===== src/rtl/tfs_pkg.sv =====
package tfs_pkg;
  typedef enum logic [2:0] {
    OC_IDLE   = 3'd0,
    OC_UNDEF  = 3'd1,
    OC_TRAP2  = 3'd2,
    OC_TRAP3  = 3'd3,
    OC_REDIR  = 3'd4,
    OC_DIRECT = 3'd5
  } outcome_e;

  typedef enum logic [1:0] {
    NM_NONE  = 2'd0,
    NM_KERN  = 2'd1,
    NM_ALIAS = 2'd2,
    NM_HYP   = 2'd3
  } name_e;

  localparam logic [1:0] ENC_OP0      = 2'd3;
  localparam logic [3:0] ENC_CRN      = 4'd5;
  localparam logic [3:0] ENC_CRM      = 4'd6;
  localparam logic [2:0] ENC_OP2      = 3'd0;
  localparam logic [2:0] ENC_OP1_KERN = 3'd0;
  localparam logic [2:0] ENC_OP1_HYP  = 3'd4;
  localparam logic [2:0] ENC_OP1_ALS  = 3'd5;

  localparam int SYN_W = 6;
  localparam int OFF_W = 12;
  localparam logic [SYN_W-1:0] SYN_CLASS = 6'h18;
  localparam logic [OFF_W-1:0] REDIR_OFF = 12'h190;
endpackage


===== src/rtl/tfs_decode.sv =====
module tfs_decode
  import tfs_pkg::*;
(
  input  logic [1:0] op0,
  input  logic [2:0] op1,
  input  logic [3:0] crn,
  input  logic [3:0] crm,
  input  logic [2:0] op2,
  output name_e      name
);
  logic base_hit;
  assign base_hit = (op0 == ENC_OP0) && (crn == ENC_CRN) &&
                    (crm == ENC_CRM) && (op2 == ENC_OP2);

  always_comb begin
    name = NM_NONE;
    if (base_hit) begin
      case (op1)
        ENC_OP1_KERN: name = NM_KERN;
        ENC_OP1_ALS:  name = NM_ALIAS;
        ENC_OP1_HYP:  name = NM_HYP;
        default:      name = NM_NONE;
      endcase
    end
  end
endmodule


===== src/rtl/tfs_perm.sv =====
module tfs_perm
  import tfs_pkg::*;
(
  input  logic       valid,
  input  name_e      name,
  input  logic [1:0] lvl,
  input  logic       async_ok,
  input  logic       lvl3,
  input  logic       lvl2_en,
  input  logic       host,
  input  logic [2:0] nest,
  input  logic       htag,
  input  logic       mtag,
  input  logic       prio,
  input  logic       usel,
  output outcome_e   oc,
  output logic       tgt_hyp
);
  logic     prio_undef;
  logic     mon_hit;
  outcome_e mon_oc;
  logic     hv_trap;
  logic     nest_1x1;

  assign prio_undef = lvl3 && prio && !mtag;
  assign mon_hit    = lvl3 && !mtag;
  assign mon_oc     = (prio || usel) ? OC_UNDEF : OC_TRAP3;
  assign hv_trap    = lvl2_en && !host && !htag;
  assign nest_1x1   = nest[2] && nest[0];

  always_comb begin
    oc      = OC_UNDEF;
    tgt_hyp = 1'b0;
    if (!valid) begin
      oc = OC_IDLE;
    end else if (!async_ok || lvl == 2'd0 || name == NM_NONE) begin
      oc = OC_UNDEF;
    end else begin
      case (name)
        NM_KERN: begin
          if (lvl == 2'd1) begin
            if (prio_undef)             oc = OC_UNDEF;
            else if (nest == 3'b011)    oc = OC_TRAP2;
            else if (hv_trap)           oc = OC_TRAP2;
            else if (mon_hit)           oc = mon_oc;
            else if (nest == 3'b111)    oc = OC_REDIR;
            else                        oc = OC_DIRECT;
          end else if (lvl == 2'd2) begin
            if (mon_hit) oc = mon_oc;
            else begin
              oc      = OC_DIRECT;
              tgt_hyp = host;
            end
          end else begin
            oc = OC_DIRECT;
          end
        end
        NM_ALIAS: begin
          if (lvl == 2'd1) begin
            if (nest == 3'b101)  oc = OC_REDIR;
            else if (nest[0])    oc = OC_TRAP2;
            else                 oc = OC_UNDEF;
          end else if (lvl == 2'd2) begin
            if (!host)           oc = OC_UNDEF;
            else if (mon_hit)    oc = mon_oc;
            else                 oc = OC_DIRECT;
          end else begin
            oc = host ? OC_DIRECT : OC_UNDEF;
          end
        end
        NM_HYP: begin
          if (lvl == 2'd1) begin
            if (nest_1x1) begin
              if (prio_undef)    oc = OC_UNDEF;
              else if (hv_trap)  oc = OC_TRAP2;
              else if (mon_hit)  oc = mon_oc;
              else               oc = OC_DIRECT;
            end else if (nest[0]) oc = OC_TRAP2;
            else                  oc = OC_UNDEF;
          end else if (lvl == 2'd2) begin
            if (mon_hit) oc = mon_oc;
            else begin
              oc      = OC_DIRECT;
              tgt_hyp = 1'b1;
            end
          end else begin
            oc      = OC_DIRECT;
            tgt_hyp = 1'b1;
          end
        end
        default: oc = OC_UNDEF;
      endcase
    end
  end
endmodule


===== src/rtl/tfs_flags.sv =====
module tfs_flags #(
  parameter int FW = 2
) (
  input  logic          clk,
  input  logic          rst,
  input  logic          wr_en,
  input  logic [FW-1:0] wr_bits,
  input  logic [FW-1:0] set_bits,
  output logic [FW-1:0] q
);
  logic [FW-1:0] base;
  assign base = wr_en ? wr_bits : q;

  always_ff @(posedge clk) begin
    if (rst) q <= '0;
    else     q <= base | set_bits;
  end
endmodule


===== src/rtl/tfs_top.sv =====
module tfs_top
  import tfs_pkg::*;
#(
  parameter int DW = 64,
  parameter int FW = 2
) (
  input  logic                clk,
  input  logic                rst,
  input  logic                flt_valid,
  input  logic                flt_addr55,
  input  logic                flt_sel,
  input  logic                req_valid,
  input  logic [1:0]          req_op0,
  input  logic [2:0]          req_op1,
  input  logic [3:0]          req_crn,
  input  logic [3:0]          req_crm,
  input  logic [2:0]          req_op2,
  input  logic                req_write,
  input  logic [DW-1:0]       req_wdata,
  input  logic [1:0]          cur_lvl,
  input  logic                cfg_async,
  input  logic                cfg_lvl3,
  input  logic                cfg_lvl2_en,
  input  logic                hyp_host,
  input  logic [2:0]          hyp_nest,
  input  logic                hyp_tag_en,
  input  logic                mon_tag_en,
  input  logic                mon_prio,
  input  logic                mon_undef_sel,
  output logic [2:0]          rsp_outcome,
  output logic [SYN_W-1:0]    rsp_syndrome,
  output logic [OFF_W-1:0]    rsp_redir_off,
  output logic [DW-1:0]       rsp_rdata
);
  localparam int NREG = 2;

  name_e    name;
  outcome_e oc;
  logic     tgt_hyp;
  logic     is_direct;
  logic [FW-1:0] flag_q [NREG];
  logic [FW-1:0] sel_q;

  tfs_decode u_dec (
    .op0 (req_op0), .op1 (req_op1), .crn (req_crn),
    .crm (req_crm), .op2 (req_op2), .name (name)
  );

  tfs_perm u_perm (
    .valid    (req_valid),
    .name     (name),
    .lvl      (cur_lvl),
    .async_ok (cfg_async),
    .lvl3     (cfg_lvl3),
    .lvl2_en  (cfg_lvl2_en),
    .host     (hyp_host),
    .nest     (hyp_nest),
    .htag     (hyp_tag_en),
    .mtag     (mon_tag_en),
    .prio     (mon_prio),
    .usel     (mon_undef_sel),
    .oc       (oc),
    .tgt_hyp  (tgt_hyp)
  );

  assign is_direct = (oc == OC_DIRECT);

  for (genvar i = 0; i < NREG; i++) begin : g_reg
    logic          wr_i;
    logic [FW-1:0] set_i;
    assign wr_i  = is_direct && req_write && (tgt_hyp == (i == 1));
    assign set_i = (flt_valid && (flt_sel == (i == 1)))
                   ? (flt_addr55 ? FW'(2'b10) : FW'(2'b01)) : '0;
    tfs_flags #(.FW(FW)) u_flags (
      .clk      (clk),
      .rst      (rst),
      .wr_en    (wr_i),
      .wr_bits  (req_wdata[FW-1:0]),
      .set_bits (set_i),
      .q        (flag_q[i])
    );
  end

  assign sel_q         = tgt_hyp ? flag_q[1] : flag_q[0];
  assign rsp_outcome   = oc;
  assign rsp_syndrome  = (oc == OC_TRAP2 || oc == OC_TRAP3) ? SYN_CLASS : '0;
  assign rsp_redir_off = (oc == OC_REDIR) ? REDIR_OFF : '0;
  assign rsp_rdata     = (is_direct && !req_write) ? {{(DW-FW){1'b0}}, sel_q} : '0;
endmodule


===== config.mk =====
export PLATFORM = sky130hd
export DESIGN_NAME = tfs_top
export DESIGN_NICKNAME = d
export VERILOG_FILES = /design/src/rtl/tfs_pkg.sv /design/src/rtl/tfs_decode.sv /design/src/rtl/tfs_perm.sv /design/src/rtl/tfs_flags.sv /design/src/rtl/tfs_top.sv
export SDC_FILE = /design/constraint.sdc
export NUM_CORES = 1
export LEC_CHECK = 0
export ABC_CLOCK_PERIOD_IN_PS = 2200
export BUFFER_PORTS_ARGS = -buffer_cell sky130_fd_sc_hd__buf_2
export CORE_MARGIN = 3
export CORE_UTILIZATION = 31
export CTS_CLUSTER_SIZE = 12
export DETAILED_ROUTE_END_ITERATION = 8
export HOLD_SLACK_MARGIN = 0.12
export PLACE_DENSITY = 0.81
export SYNTH_ARGS = -nofsm -noshare
export SYNTH_HDL_FRONTEND = slang
export SYNTH_SLANG_ARGS = --single-unit

===== constraint.sdc =====
create_clock -name clk -period 2.2 [get_ports clk]
set_input_delay 0.22 -clock clk [delete_from_list [all_inputs] [get_ports clk]]
set_output_delay 0.22 -clock clk [all_outputs]
set_load 0.005 [all_outputs]

==> results of run 1 <==
per-stage QoR:
step | setup TNS [ps] | std cells | power (mW) | area (µm²)
2_1_floorplan | 0 | 254 | 0.2656 | 1625
3_3_place_gp | 0 | 272 | 0.2246 | 1336
3_5_place_dp | 0 | 272 | 0.2286 | 1336
4_1_cts | 0 | 275 | 0.3885 | 1378
5_1_grt | -97.50 | 275 | 0.4245 | 1401
6_report | 0 | 275 | 0.3919 | 1401
worst max-delay path by stage:
stage,from,slack [ps],endpoint,depth (start not counted)
global route,hyp_host,-40,rsp_redir_off[4],7
detailed placement,cur_lvl[0],120,rsp_rdata[0],9
CTS,cur_lvl[1],110,rsp_rdata[0],9
floorplan,req_crn[1],240,rsp_syndrome[4],7
finish,hyp_host,190,rsp_redir_off[4],7
global placement,cur_lvl[0],130,rsp_rdata[0],9
report_power, final:
part	switching, mW	internal (mW)	total [mW]
combinational	0.0965	0.0597	0.156
clock	0.0399	0.117	0.157
sequential	0.00213	0.0770	0.0791
worst max-delay path: stages:
cell and delay (ps):
buf_2 140, nor3b_1 340, a211oi_1 130, nor3_1 230
a31oi_2 100, nor4_1 430, buf_2 200
final cells by class:
type                    instances  share of cell area
clock buffers                   3             0.02946
well taps                      50             0.04464
multi-input cells             164              0.6741
repair buffers                 50              0.1839
inverters                       4             0.01071
flip-flops and latches          4             0.05714
per-layer routing:
metal,up-vias,wire length [µm],global-route usage,share of wire
met5,-,0,0,0
met2,97,1410,0.1847,0.49
met1,539,996,0.1068,0.35
met3,4,433,0.02770,0.15
met4,0,44,0.05428,0.015
li1,577,-,-,-
cell families after synthesis:
logic type      Yosys count  share of synthesized area
buf+inv                  86                     0.4633
other cells               1                   0.002783
compound gates           37                     0.1969
flops                     4                    0.05943
mux                       4                    0.02971
simple gates             48                     0.2479
placed cells by master, fill, tap and decap left out, types with 2 or more instances in the layout:
cell	count
clkbuf_8	3
inv_1	4
o21ai_0	4
a311oi_1	2
nor2_1	8
a31oi_1	3
o32ai_1	2
nor4b_2	2
nor3_1	3
and4bb_1	2
or2_1	2
a211oi_1	5
nor3b_1	2
o22ai_1	2
nor2b_1	2
o21bai_1	4
dfxtp_1	4
nand2b_1	4
mux2i_1	4
nand2_1	7
o211ai_1	2
a21oi_1	6
buf_2	47
buf_4	3
conb_1	75
timing repair:
action / in CTS / in global routing
setup endpoints to repair: 0 / 5
gates resized for setup: 0 / 7
setup buffers: 0 / 0
==> metrics.yaml, run 1 <==
synth:
  synth.largest_area_cell: "buf_4"
  yosys-top-cells-area: "buf_4 (43%), dfxtp_1 (5.9%), mux2i_1 (3.0%), a211oi_1 (2.8%), nor2_1 (2.5%)"
  synth_top_area_frac: 0.4345
  avgSynthCellArea_um2: 7.486
  async_flop_share: 0
  yosysUniqueCellTypes: 45
  synth-seq-area-share: 0.05942
  synth_edf_count: 0
  synth-seq-cells: 4
  synthesis.instances: 180
  post-synth-top-count-cell: "buf_4"
  synthTopCellsByCount: "buf_4 (78), nor2_1 (9), nand2_1 (7), a21oi_1 (6)"
  syn_area_um2: 1348
  yosysWarnings: 0
  ys.flop_type: "dfxtp_1"
power_and_ir_drop:
  p_per_area_nw_per_um2: 279.7
  ir_worst_vdd_mv: 0.1241
  cellLeakagePower_nw: 0.7482
route:
  vias_per_cell: 4.425
  wl_um: 2884
  vias: 1217
  wire_per_inst_um: 10.49
  postRouteAntennaNets: 0
  first_iter_violations: 6
  drc: 0
  firstDrtPassIters: 4
global_route:
  grt_pass1_vias: 1019
  grt-ovfl-total: 0
  grt_max_degree: 10
  grt_pass1_wl_um: 4209
  grt_usage: 0.1020
  antenna_found_initial: 0
worst_setup_path:
  crit_type: "in -> out"
  ff2ff_setup_slack_ps: 1490
  worst_setup_path_end_kind: "output pin"
  crit_arrival_ps: 1790
  path_max_fanout: 6
  r2r.worst_path.cells: 2
  worstSetupStartpointType: "input pin"
  reg2reg_to: "g_reg[1].u_flags.q[1]$_SDFF_PP0_"
  r2r-start: "g_reg[1].u_flags.q[1]$_SDFF_PP0_"
  worstPathRequired_ps: 1980
clock_tree:
  path_clk_slew_ps: 30
  clock_latency_ps: 220
  cts_tree: "yes"
  cts_buffer_depth: 2
  numCtsBuffers: 3
  htreeDepth: 1
  cts_hold_buffers: 0
  cts.sinks: 4
  cts-root-buf: "clkbuf_8"
placed_design:
  place_hpwl_um: 2571
  port_buffers: 47
  gp_congestion: 0.8319
  post-place-ws_ps: 122.6
cells_and_area:
  fill_cells: 437
  largest_register_ffs: 4
  ff_latch_area_um2: 80.08
  regMostFlops: "g.u_flags.q"
  area_growth_pct: 3.992
  reg_top3: "g.u_flags.q x4"
  diodes: 0
  finalNetCount: 327
  multiInputGateArea_um2: 944.7
  finish.utilization: 0.3429
  drive_above_1_share: 0.2844
min_path:
  min_from: "rst"
  worst_hold_path.num_cells: 2
  hp-class: "in -> reg"
  min_to: "g_reg[1].u_flags.q[0]$_SDFF_PP0_"
run:
  drv_cap: 0
outcome:
  status: "finished clean"
sta:
  setup_viol: 0
  final-max-slew-violation-count: 0
  post-route-min-period_ps: 2015
  fin_ws_ps: 185.3
  fin_crit_sh: 0.9158
  max_freq_mhz: 496.4
  skew_ps: 0
  hold_viol_final: 0
  whs_ps: 214.1
die:
  start_util: 0.3298
  coreArea_um2: 4086
  die_y_um: 71.93
  dieWidth_um: 71.93
  die-area_um2: 5174
  ios: 185
  rows: 23
Note: power is estimated with default switching activity, not from simulation.
==> run 2, diff against run 1 <==
RECOVER_POWER = 100   (was not set)
==> run 2 against run 1 <==
Against the previous run: total power decreased by 0.26%; critical path type unchanged; combinational power about the same; core utilization decreased by 0.40 points; largest power group unchanged; global-route usage is the same.
==> metrics.yaml, run 2 (synthesized netlist as in run 1, its figures left out) <==
outcome:
  status: "finished clean"
sta:
  final-max-slew-violation-count: 0
  finalSetupTns_ps: 0
  post-route-min-period_ps: 2048
  hold_viol_final: 0
  fin_crit_sh: 0.9307
  skew_ps: 0
  setup_viol: 0
  max_freq_mhz: 488.4
cells_and_area:
  diodes: 0
  drive_above_1_share: 0.2622
  final_common_cell: "conb_1"
  reg_top3: "g.u_flags.q x4"
  design_area_um2: 1385
  regMostFlops: "g.u_flags.q"
  final_cell_mix: "conb_1 (75), buf_2 (42), nor2_1 (9), nand2_1 (7), a21oi_1 (6)"
  area_growth_pct: 2.786
  fill_cells: 440
  finalNetCount: 327
  largest_register_ffs: 4
worst_setup_path:
  reg2reg_to: "g_reg[1].u_flags.q[1]$_SDFF_PP0_"
  r2r.worst_path.cells: 2
  worstSetupStartpoint: "cur_lvl[0]"
  path_max_fanout: 8
  crit_type: "in -> out"
  crit_arrival_ps: 1830
  worst_setup_path_end_kind: "output pin"
  crit_path_end: "rsp_rdata[1]"
  r2r-start: "g_reg[1].u_flags.q[1]$_SDFF_PP0_"
  worstPathRequired_ps: 1980
  worstSetupStartpointType: "input pin"
  ff2ff_setup_slack_ps: 1480
min_path:
  hp-class: "in -> reg"
global_route:
  grt_usage: 0.1020
  antenna_found_initial: 0
  grt_pass1_wl_um: 4209
  grt-ovfl-total: 0
  grt_pass1_vias: 1019
  grt_max_degree: 10
route:
  first_iter_violations: 11
  wire_per_inst_um: 10.55
  wl_um: 2900
  drc: 0
  vias: 1210
  vias_per_cell: 4.400
  postRouteAntennaNets: 0
  firstDrtPassIters: 4
die:
  die-area_um2: 5174
  coreArea_um2: 4086
  die_y_um: 71.93
  start_util: 0.3298
  rows: 23
  dieWidth_um: 71.93
  ios: 185
run:
  drv_cap: 0
placed_design:
  place_hpwl_um: 2571
  place_area_um2: 1336
  gp_congestion: 0.8319
  port_buffers: 47
clock_tree:
  cts_resized: 0
  cts_hold_buffers: 0
  cts.sinks: 4
  cts_tree: "yes"
  post_cts_buffers: 0
  path_clk_slew_ps: 30
  htreeDepth: 1
  cts_buffer_depth: 2
  clock_latency_ps: 220
  cts-root-buf: "clkbuf_8"
  numCtsBuffers: 3
power_and_ir_drop:
  p_per_area_nw_per_um2: 282.2
  ir_worst_vdd_mv: 0.1242
  cellLeakagePower_nw: 0.7213
run 2: cell types whose count changed in the layout (fill, tap and decap cells not counted):
| cell | before | now |
|---|---|---|
| nor2_2 | 1 | 0 |
| buf_2 | 47 | 42 |
| nor4b_4 | 1 | 0 |
| clkbuf_2 | 0 | 1 |
| or2_1 | 2 | 1 |
| nor2_1 | 8 | 9 |
| clkbuf_1 | 0 | 4 |
| nor4b_2 | 2 | 3 |
| or2_0 | 0 | 1 |
run 2: critical path, cell delays in order:
cell and delay, ps:
clkbuf_2 150, or3b_4 440, nor2_1 210, a21oi_1 70
a211oi_1 250, buf_4 160, nor2_1 50, nor4b_2 150
buf_2 130
run 2: worst min path at each step:
stage	startpoint	to	slack [ps]	cells past startpoint
after floorplan	rst	g_reg[1].u_flags.q[0]$_SDFF_PP0_	290	1
after global placement	rst	g_reg[1].u_flags.q[0]$_SDFF_PP0_	450	2
after detailed placement	rst	g_reg[1].u_flags.q[0]$_SDFF_PP0_	450	2
after CTS	rst	g_reg[1].u_flags.q[0]$_SDFF_PP0_	210	2
after global routing	rst	g_reg[1].u_flags.q[0]$_SDFF_PP0_	230	2
final	rst	g_reg[1].u_flags.q[0]$_SDFF_PP0_	210	2
run 2: metrics by stage:
step	hold slack [ps]	total power, mW	cells	worst slack [ps]	util
after floorplan	292.8	0.2656	254	237.4	-
after global placement	445.1	0.2246	272	129.6	0.3270
after detailed placement	445.6	0.2286	272	122.6	0.3270
after CTS	213.3	0.3885	275	113.2	0.3371
after global routing	230.6	0.4234	275	-36.48	0.3389
final	214.1	0.3909	275	152.4	0.3389
run 2: report_power, final:
group | switching (mW) | internal (mW) | total (mW)
Sequential | 0.00214 | 0.0770 | 0.0791
Combinational | 0.0958 | 0.0593 | 0.155
Clock | 0.0399 | 0.117 | 0.157
run 2: cell type report:
class,instances,area [µm²],area share
multi-input cells,164,933.4,0.6739
repair buffers,50,252.7,0.1825
flip-flops and latches,4,80.08,0.05781
well taps,50,62.56,0.04517
clock buffers,3,41.29,0.02981
inverters,4,15.01,0.01084
run 2: routing by layer:
layer  part of all wire  GRT usage  vias to the layer above  routed length [µm]
li1                   -          -                      576                   -
met1               0.35     0.1068                      532                1001
met2               0.49     0.1847                       98                1410
met3               0.15    0.02770                        4                 443
met4              0.016    0.05428                        0                  45
met5                  0          0                        -                   0
==> run 3, diff against run 2 <==
--- a/constraint.sdc
+++ b/constraint.sdc
@@ -3,2 +3,2 @@
 set_output_delay 0.22 -clock clk [all_outputs]
-set_load 0.005 [all_outputs]
+set_load 0.1 [all_outputs]
==> run 3 against run 2 <==
Against the previous run: cell count is 2.5% higher; clock power hardly changed; worst hold slack better by 22 ps; register-to-register slack worse by 80 ps; first-iteration DRC count grew to 4.7 times the previous value; clock skew stayed put; critical path type unchanged; highest routed layer unchanged.
==> metrics.yaml, run 3 (synthesized netlist as in run 1, its figures left out) <==
clock_tree:
  cts_hold_buffers: 0
  clock_latency_ps: 210
  cts_tree: "yes"
  htreeDepth: 1
  path_clk_slew_ps: 30
  post_cts_buffers: 0
  cts.sinks: 4
  cts_buffer_depth: 2
  cts-root-buf: "clkbuf_8"
  numCtsBuffers: 3
outcome:
  status: "finished clean"
placed_design:
  gp_congestion: 0.8629
  port_buffers: 47
  place_hpwl_um: 2597
cells_and_area:
  largest_register_ffs: 4
  drive_above_1_share: 0.3491
  reg_top3: "g.u_flags.q x4"
  finalNetCount: 334
  diodes: 0
  final_cell_mix: "conb_1 (75), buf_2 (37), buf_12 (10), buf_4 (10), nor2_1 (8)"
  fill_cells: 400
  area_growth_pct: 26.00
  regMostFlops: "g.u_flags.q"
  final_common_cell: "conb_1"
worst_setup_path:
  slowest_stage: "nor4b_4"
  worst_setup_path_end_kind: "output pin"
  critical_path.cell_chain: "buf_2, and4bb_1, nand4_4, or2_4, nand2b_4, mux2i_1, nor4b_4, buf_12"
  worstPathRequired_ps: 1980
  crit_arrival_ps: 1880
  slowest_delay_ps: 350
  crit_type: "in -> out"
  worstSetupStartpointType: "input pin"
  path_max_fanout: 4
global_route:
  grt_max_degree: 10
  grt_pass1_vias: 1064
  grt_usage: 0.1020
  grt-ovfl-total: 0
  grt_pass1_wl_um: 4381
  antenna_found_initial: 0
route:
  first_iter_violations: 52
  drc: 0
  firstDrtPassIters: 4
  wl_um: 3031
  wire_per_inst_um: 10.75
  postRouteAntennaNets: 0
  vias_per_cell: 4.422
  vias: 1247
sta:
  slew_headroom: 0.5439
  worst_slew_pin_slew_ps: 674.7
  setup_viol: 0
  finalSetupTns_ps: 0
  whs_ps: 235.7
  skew_ps: 0
  max_freq_mhz: 475.9
  hold_viol_final: 0
  final-max-slew-violation-count: 0
  fin_crit_sh: 0.9552
  post-route-min-period_ps: 2101
run:
  drv_cap: 0
die:
  rows: 23
  ios: 185
  die-area_um2: 5174
  start_util: 0.3298
  die_y_um: 71.93
  dieWidth_um: 71.93
  coreArea_um2: 4086
power_and_ir_drop:
  ir_worst_vdd_mv: 0.2858
  p_per_area_nw_per_um2: 556.8
  cellLeakagePower_nw: 0.8421
min_path:
  hp-class: "in -> reg"
run 3: power breakdown:
part	internal, mW	total [mW]	switching [mW]
logic	0.0705	0.711	0.641
clock network	0.117	0.155	0.0383
registers	0.0770	0.0792	0.00222
run 3: worst paths after layout:
check / start / end / slack (ps) / cells past startpoint
hold reg to reg: g_reg[0].u_flags.q[1]$_SDFF_PP0_ / g_reg[0].u_flags.q[1]$_SDFF_PP0_ / 570 / 2
hold / removal: rst / g_reg[1].u_flags.q[0]$_SDFF_PP0_ / 240 / 2
setup reg to reg: g_reg[1].u_flags.q[1]$_SDFF_PP0_ / g_reg[1].u_flags.q[1]$_SDFF_PP0_ / 1400 / 2
setup / recovery: req_crm[3] / rsp_rdata[0] / 100 / 8
run 3: critical path: cells and delay by family:
| kind | cells | cell delay [ps] |
|---|---|---|
| buffers and inverters | 2 | 320 |
| multiplexers | 1 | 150 |
| AND/OR/NAND/NOR | 5 | 1180 |
run 3: routing by layer:
layer | wire length, µm | GRT usage | share of wire | vias up
met5 | 0 | 0 | 0 | -
met4 | 53 | 0.04384 | 0.017 | 0
met3 | 462 | 0.01662 | 0.15 | 6
met2 | 1552 | 0.1990 | 0.51 | 103
met1 | 963 | 0.1057 | 0.32 | 550
li1 | - | - | - | 588
run 3: area by class of cell:
class                   count  area, µm²  area share
well taps                  50      62.56     0.03685
flip-flops and latches      4      80.08     0.04716
multi-input cells         164       1039      0.6116
repair buffers             57      460.4      0.2712
inverters                   4      15.01    0.008843
clock buffers               3      41.29     0.02432
run 3: metrics by stage:
step	area, µm²	setup WS [ps]	util	cells	total power, mW
5_1_grt	1698	-59.30	0.4155	282	0.9742
2_1_floorplan	1743	-722.8	-	254	0.8153
3_3_place_gp	1639	77.14	0.4011	279	0.7779
6_report	1698	98.60	0.4155	282	0.9454
4_1_cts	1680	63.41	0.4112	282	0.9371
3_5_place_dp	1639	69.10	0.4011	279	0.7810
run 3: repair_timing:
action / in CTS / in global routing
setup endpoints to repair: 0 / 5
hold endpoints to repair: 0 / 0
resized for setup: 0 / 8
